<file path="src/rtl/nibop_pkg.sv">
package nibop_pkg;

    localparam int NIB_W  = 4;
    localparam int WORD_W = 2 * NIB_W;

    typedef logic [NIB_W-1:0]  nib_t;
    typedef logic [WORD_W-1:0] word_t;

    localparam nib_t FN_PFIX = 4'h2;
    localparam nib_t FN_NFIX = 4'h6;
    localparam nib_t FN_OPR  = 4'hF;

    typedef enum logic [1:0] {
        K_PLAIN = 2'd0,
        K_PFIX  = 2'd1,
        K_NFIX  = 2'd2
    } kind_t;

    typedef struct packed {
        nib_t func;
        nib_t nib;
    } instr_t;

    typedef struct packed {
        nib_t  func;
        word_t operand;
        logic  ext;
    } issue_t;

    function automatic kind_t classify(input nib_t f);
        if (f == FN_PFIX)      return K_PFIX;
        else if (f == FN_NFIX) return K_NFIX;
        else                   return K_PLAIN;
    endfunction

    function automatic word_t widen(input nib_t n);
        return {{(WORD_W-NIB_W){1'b0}}, n};
    endfunction

    function automatic word_t prefix_step(input word_t comb, input logic negate);
        word_t base;
        base = negate ? ~comb : comb;
        return base << NIB_W;
    endfunction

endpackage

</file>
<file path="src/rtl/nibop_pc.sv">
module nibop_pc #(
    parameter int ADDR_W = 8
) (
    input  logic              clk,
    input  logic              rst,
    input  logic              advance,
    input  logic              load,
    input  logic [ADDR_W-1:0] target,
    output logic [ADDR_W-1:0] pc
);
    localparam logic [ADDR_W-1:0] PC_ONE   = {{(ADDR_W-1){1'b0}}, 1'b1};
    localparam logic [ADDR_W-1:0] PC_RESET = '0;

    logic [ADDR_W-1:0] pc_q;
    logic [ADDR_W-1:0] pc_d;

    // Jump has priority over the sequential step; the sum wraps naturally.
    always_comb begin
        pc_d = pc_q;
        if (load)
            pc_d = target;
        else if (advance)
            pc_d = pc_q + PC_ONE;
    end

    always_ff @(posedge clk) begin
        if (rst)
            pc_q <= PC_RESET;
        else
            pc_q <= pc_d;
    end

    assign pc = pc_q;

endmodule

</file>
<file path="src/rtl/nibop_oreg.sv">
module nibop_oreg
    import nibop_pkg::*;
#(
    parameter bit NEG_PREFIX_EN = 1'b1
) (
    input  logic   clk,
    input  logic   rst,
    input  logic   advance,
    input  logic   flush,
    input  instr_t instr,
    output kind_t  kind,
    output word_t  operand
);
    word_t oreg_q;
    word_t oreg_d;
    word_t comb_val;
    word_t after_pfix;
    word_t after_nfix;
    kind_t kind_raw;

    assign kind_raw   = classify(instr.func);
    assign comb_val   = oreg_q | widen(instr.nib);
    assign after_pfix = prefix_step(comb_val, 1'b0);

    // The complementing prefix can be configured out; it then acts as a plain function.
    generate
        if (NEG_PREFIX_EN) begin : g_neg
            assign after_nfix = prefix_step(comb_val, 1'b1);
            assign kind       = kind_raw;
        end else begin : g_no_neg
            assign after_nfix = '0;
            assign kind       = (kind_raw == K_NFIX) ? K_PLAIN : kind_raw;
        end
    endgenerate

    always_comb begin
        oreg_d = oreg_q;
        if (flush) begin
            oreg_d = '0;
        end else if (advance) begin
            unique case (kind)
                K_PFIX:  oreg_d = after_pfix;
                K_NFIX:  oreg_d = after_nfix;
                default: oreg_d = '0;
            endcase
        end
    end

    always_ff @(posedge clk) begin
        if (rst)
            oreg_q <= '0;
        else
            oreg_q <= oreg_d;
    end

    assign operand = comb_val;

endmodule

</file>
<file path="src/rtl/nibop_issue.sv">
module nibop_issue
    import nibop_pkg::*;
(
    input  logic   clk,
    input  logic   rst,
    input  logic   fire,
    input  issue_t item_in,
    output logic   valid,
    output issue_t item_out
);
    logic   valid_q;
    issue_t item_q;

    always_ff @(posedge clk) begin
        if (rst)
            valid_q <= 1'b0;
        else
            valid_q <= fire;
    end

    // The payload is loaded only when an item fires, so it holds between strobes.
    always_ff @(posedge clk) begin
        if (rst)
            item_q <= '0;
        else if (fire)
            item_q <= item_in;
    end

    assign valid    = valid_q;
    assign item_out = item_q;

endmodule

</file>
<file path="src/rtl/nibop_frontend.sv">
module nibop_frontend
    import nibop_pkg::*;
#(
    parameter int ADDR_W        = 8,
    parameter bit NEG_PREFIX_EN = 1'b1
) (
    input  logic              clk,
    input  logic              rst,
    input  logic              dec_ready,
    input  logic              jmp_load,
    input  logic [ADDR_W-1:0] jmp_target,
    output logic [ADDR_W-1:0] imem_addr,
    input  logic [WORD_W-1:0] imem_rdata,
    output logic              dec_valid,
    output logic [NIB_W-1:0]  dec_func,
    output logic [WORD_W-1:0] dec_operand,
    output logic              dec_ext
);
    instr_t cur_instr;
    kind_t  cur_kind;
    word_t  cur_operand;
    logic   advance;
    logic   fire;
    issue_t next_item;
    issue_t held_item;

    assign cur_instr = instr_t'(imem_rdata);

    // A pending jump discards the byte in flight instead of consuming it.
    assign advance = dec_ready && !jmp_load;

    nibop_pc #(
        .ADDR_W (ADDR_W)
    ) pc_i (
        .clk     (clk),
        .rst     (rst),
        .advance (advance),
        .load    (jmp_load),
        .target  (jmp_target),
        .pc      (imem_addr)
    );

    nibop_oreg #(
        .NEG_PREFIX_EN (NEG_PREFIX_EN)
    ) oreg_i (
        .clk     (clk),
        .rst     (rst),
        .advance (advance),
        .flush   (jmp_load),
        .instr   (cur_instr),
        .kind    (cur_kind),
        .operand (cur_operand)
    );

    assign fire              = advance && (cur_kind == K_PLAIN);
    assign next_item.func    = cur_instr.func;
    assign next_item.operand = cur_operand;
    assign next_item.ext     = (cur_instr.func == FN_OPR);

    nibop_issue issue_i (
        .clk      (clk),
        .rst      (rst),
        .fire     (fire),
        .item_in  (next_item),
        .valid    (dec_valid),
        .item_out (held_item)
    );

    assign dec_func    = held_item.func;
    assign dec_operand = held_item.operand;
    assign dec_ext     = held_item.ext;

endmodule

</file>
<file path="config.mk">
export PLATFORM = sky130hd
export DESIGN_NAME = nibop_frontend
export DESIGN_NICKNAME = d
export VERILOG_FILES = /design/src/rtl/nibop_pkg.sv /design/src/rtl/nibop_pc.sv /design/src/rtl/nibop_oreg.sv /design/src/rtl/nibop_issue.sv /design/src/rtl/nibop_frontend.sv
export SDC_FILE = /design/constraint.sdc
export NUM_CORES = 1
export LEC_CHECK = 0
export ABC_AREA = 1
export CAP_MARGIN = 15
export CORE_MARGIN = 2
export CORE_UTILIZATION = 47
export CTS_CLUSTER_SIZE = 30
export DETAILED_ROUTE_END_ITERATION = 8
export MAX_ROUTING_LAYER = met4
export PLACE_DENSITY = 0.9
export REMOVE_ABC_BUFFERS = 1
export SETUP_SLACK_MARGIN = 0.1
export SYNTH_ARGS = -nofsm -noshare
export SYNTH_HDL_FRONTEND = slang
export SYNTH_SLANG_ARGS = --single-unit
</file>
<file path="constraint.sdc">
create_clock -name clk -period 2.4 [get_ports clk]
set_input_delay 0.72 -clock clk [delete_from_list [all_inputs] [get_ports clk]]
set_output_delay 0.72 -clock clk [all_outputs]
set_load 0.02 [all_outputs]
</file>
==> flow_summary.yaml <==
status:
  run_status: "finished clean"
hold_path:
  worst_hold_path_type: "reg2reg"
timing:
  timing_worst_slew_pin_value_ns: 0.4546
  minimum_period_implied_by_the_final_worst_setup_slack_ns: 2.139
  setup_viol_count_final: 0
  fmaxAchievable_mhz: 467.5
  timing.final.hold_violations: 0
  final_max_slew_viol_count: 0
  finClkSkew_ns: 0.001644
  timing.final.crit_share_pct: 89.13
  slew-limit-headroom_pct: 69.58
  setup_repair_after_global_routing_missed_its_margin: "no"
  totalNegativeSetupSlack_ns: 0
worst_setup_path:
  worst-path-max-fanout: 5
  cp_slowest_stage_delay_ns: 0.65
  timing.critical_path.required_ns: 1.68
  timing_worst_setup_path_type: "reg2out"
  cpMaxStageDelayCell: "sky130_fd_sc_hd__clkdlybuf4s50_1"
  critical_path_buf_inv_count: 1
  critical_path.cell_chain: "clkdlybuf4s50_1"
  kind_of_end_point_of_the_critical_path: "output port"
  critPathTopFamily: "buffers and inverters"
  setup.worst_path.start_class: "flip-flop"
  crit_arrival_ns: 1.42
  r2r_slack_ns: 1.16
clock_tree:
  worst_skew_pair.late_latency_ns: 0.32
  cts_tree: "yes"
  clkSlewWorstSetupHoldPaths_ns: 0.13
  post_cts_resized: 0
  postCtsSetupRepairBufs: 0
  cts_root_buffer: "sky130_fd_sc_hd__clkbuf_4"
  cts_inserted_buffers: 3
  cts_sinks: 26
  htree_depth: 1
  cts_buffer_depth: 2
  cts_hold_repair.buffers: 0
power:
  vdd_drop_max_uv: 400.2
  netSwitchingFraction_pct: 28.79
  intPower_uw: 610.8
  combPwrFrac_pct: 22.7
  power_leakage_uw: 0.0006867
  post-layout-total-power_uw: 857.8
  p_clk_share_pct: 21.6
  power_per_cell_area_nw_per_um2: 517.4
  power_switching_uw: 247.0
  pwr-share-seq_pct: 55.7
final_layout:
  ff_latch_area_um2: 520.5
  layout_cell_area_excl_fill_um2: 1658
  multi_input_area_um2: 570.5
  fin_nets: 229
  mostFrequentLayoutCell: "sky130_fd_sc_hd__clkdlybuf4s50_1"
  post_route_cells_drive_above_1_share_pct: 7.282
  diodes: 0
  final.fill_count: 202
  area_delta_synth_final_pct: 37.73
  most-common-layout-cells: "41 x sky130_fd_sc_hd__clkdlybuf4s50_1, 35 x sky130_fd_sc_hd__nand2_1, 26 x sky130_fd_sc_hd__dfxtp_1"
die:
  starting_density_of_the_core_pct: 49.03
  die_height_um: 54.61
  io_pins: 42
  die_area_um2: 2982
  die_x_um: 54.61
  core_area_um2: 2455
  floorplan.rows: 18
synthesis:
  synth_seq_cells: 26
  ys_seq_area_share_pct: 43.24
  synth.cell_area_um2: 1204
  synth_flop_cell: "sky130_fd_sc_hd__dfxtp_1"
  synth-warning-count: 0
  synth.lib_cells_used.distinct: 24
  synth_enable_flop_cells: 0
  synthCells: 164
  synth-async-reset-ratio_pct: 0
  syn-mean-instance-area_um2: 7.339
drt:
  route.detailed.vias_per_inst: 5.318
  drtPass1Iterations: 4
  routedWlPerCell_um: 13.14
  detailedRoute.firstIterationViolations: 42
  route.final.wire_length_um: 3101
  via_count: 1255
  post-route-drc-count: 0
  final_antenna_net_count: 0
placed_design:
  placement.io_buffers: 41
  dp_hpwl_um: 2402
  place.gp.congestion: 0.8510
  post_place_cell_area_um2: 1635
global_routing:
  grt_util_all_layers_pct: 22.90
  largest_net_degree_at_the_start_of_global_routing: 16
  antenna_found_initial: 0
  global_route.overflow_total: 0
  wire_length_of_the_first_global_routing_pass_um: 4761
  via_count_of_the_first_global_routing_pass: 1107
job:
  cap_violations: 0
## power groups by stage
| stage | Sequential, µW | Clock (µW) | Combinational (µW) |
|---|---|---|---|
| after global routing | 481 | 201 | 211 |
| after CTS | 477 | 184 | 195 |
| after global placement | 485 | 0 | 188 |
| after detailed placement | 487 | 0 | 194 |
| after floorplan | 510 | 0 | 65.4 |
| final | 478 | 185 | 195 |
## final timing paths
| check | start | to | cells after the start |
|---|---|---|---|
| setup reg to reg | pc_i.pc[1]$_SDFFE_PP0P_ | pc_i.pc[4]$_SDFFE_PP0P_ | 5 |
| hold / removal | oreg_i.oreg_q[7]$_SDFFE_PP0P_ | issue_i.item_out[8]$_SDFFE_PP0P_ | 2 |
| setup / recovery | pc_i.pc[3]$_SDFFE_PP0P_ | imem_addr[3] | 1 |
| hold reg to reg | oreg_i.oreg_q[7]$_SDFFE_PP0P_ | issue_i.item_out[8]$_SDFFE_PP0P_ | 2 |
## area by class of cell
class	instances	share of cell area (%)
clock buffer	3	1.358
inverter	19	4.453
multi-input combinational	114	34.42
sequential	26	31.40
tap	30	2.264
timing repair buffer	44	26.11
## cells in the mapped netlist, types with 2 or more instances
master | n | share of area (%)
sky130_fd_sc_hd__a21oi_1 | 15 | 6.2
sky130_fd_sc_hd__a22oi_1 | 6 | 3.7
sky130_fd_sc_hd__buf_4 | 2 | 1.2
sky130_fd_sc_hd__dfxtp_1 | 26 | 43
sky130_fd_sc_hd__inv_1 | 17 | 5.3
sky130_fd_sc_hd__nand2_1 | 35 | 11
sky130_fd_sc_hd__nand3_1 | 9 | 3.7
sky130_fd_sc_hd__nor2_1 | 21 | 6.5
sky130_fd_sc_hd__nor2_2 | 5 | 2.6
sky130_fd_sc_hd__o21ai_0 | 12 | 5.0
sky130_fd_sc_hd__o21bai_1 | 2 | 1.2
sky130_fd_sc_hd__xnor2_1 | 2 | 1.5
## per-layer routing
| metal | track usage [%] | wire (µm) |
|---|---|---|
| met1 | 27.99 | 1224 |
| met2 | 37.10 | 1649 |
| met3 | 3.005 | 164 |
| met4 | 10.83 | 62 |
| met5 | - | 0 |
## flip-flops by register name, summed over array words and instances, names as in the netlist
name	cells
pc_i.pc	8
issue_i.valid	1
issue_i.item_out	13
oreg_i.oreg_q	4
## logic make-up after synthesis
| family | count (synthesis) | synth area share (%) |
|---|---|---|
| XOR/XNOR | 3 | 2.183 |
| AND/OR/NAND/NOR | 75 | 27.96 |
| buffers and inverters | 24 | 9.354 |
| adder cells (fa/ha/maj) | 1 | 1.039 |
| flip-flops | 26 | 43.24 |
| AO/OA/AOI/OAI | 35 | 16.22 |
## per-stage QoR
stage / hold WS (ns) / cells / worst slack, ns / utilization [%]
global placement: 0.4480 / 233 / 0.3250 / 66.62
CTS: 0.4724 / 236 / 0.2537 / 67.53
detailed placement: 0.4529 / 233 / 0.2272 / 66.62
global route: 0.5212 / 236 / 0.2211 / 67.53
floorplan: 0.4299 / 159 / 0.9413 / -
finish: 0.4714 / 236 / 0.2608 / 67.53
## tightest hold or removal path: stages (launching register included)
cell and delay (ns):
sky130_fd_sc_hd__dfxtp_1 0.32, sky130_fd_sc_hd__inv_1 0.06, sky130_fd_sc_hd__a21oi_1 0.06
Power figures use the tool's default switching activity.
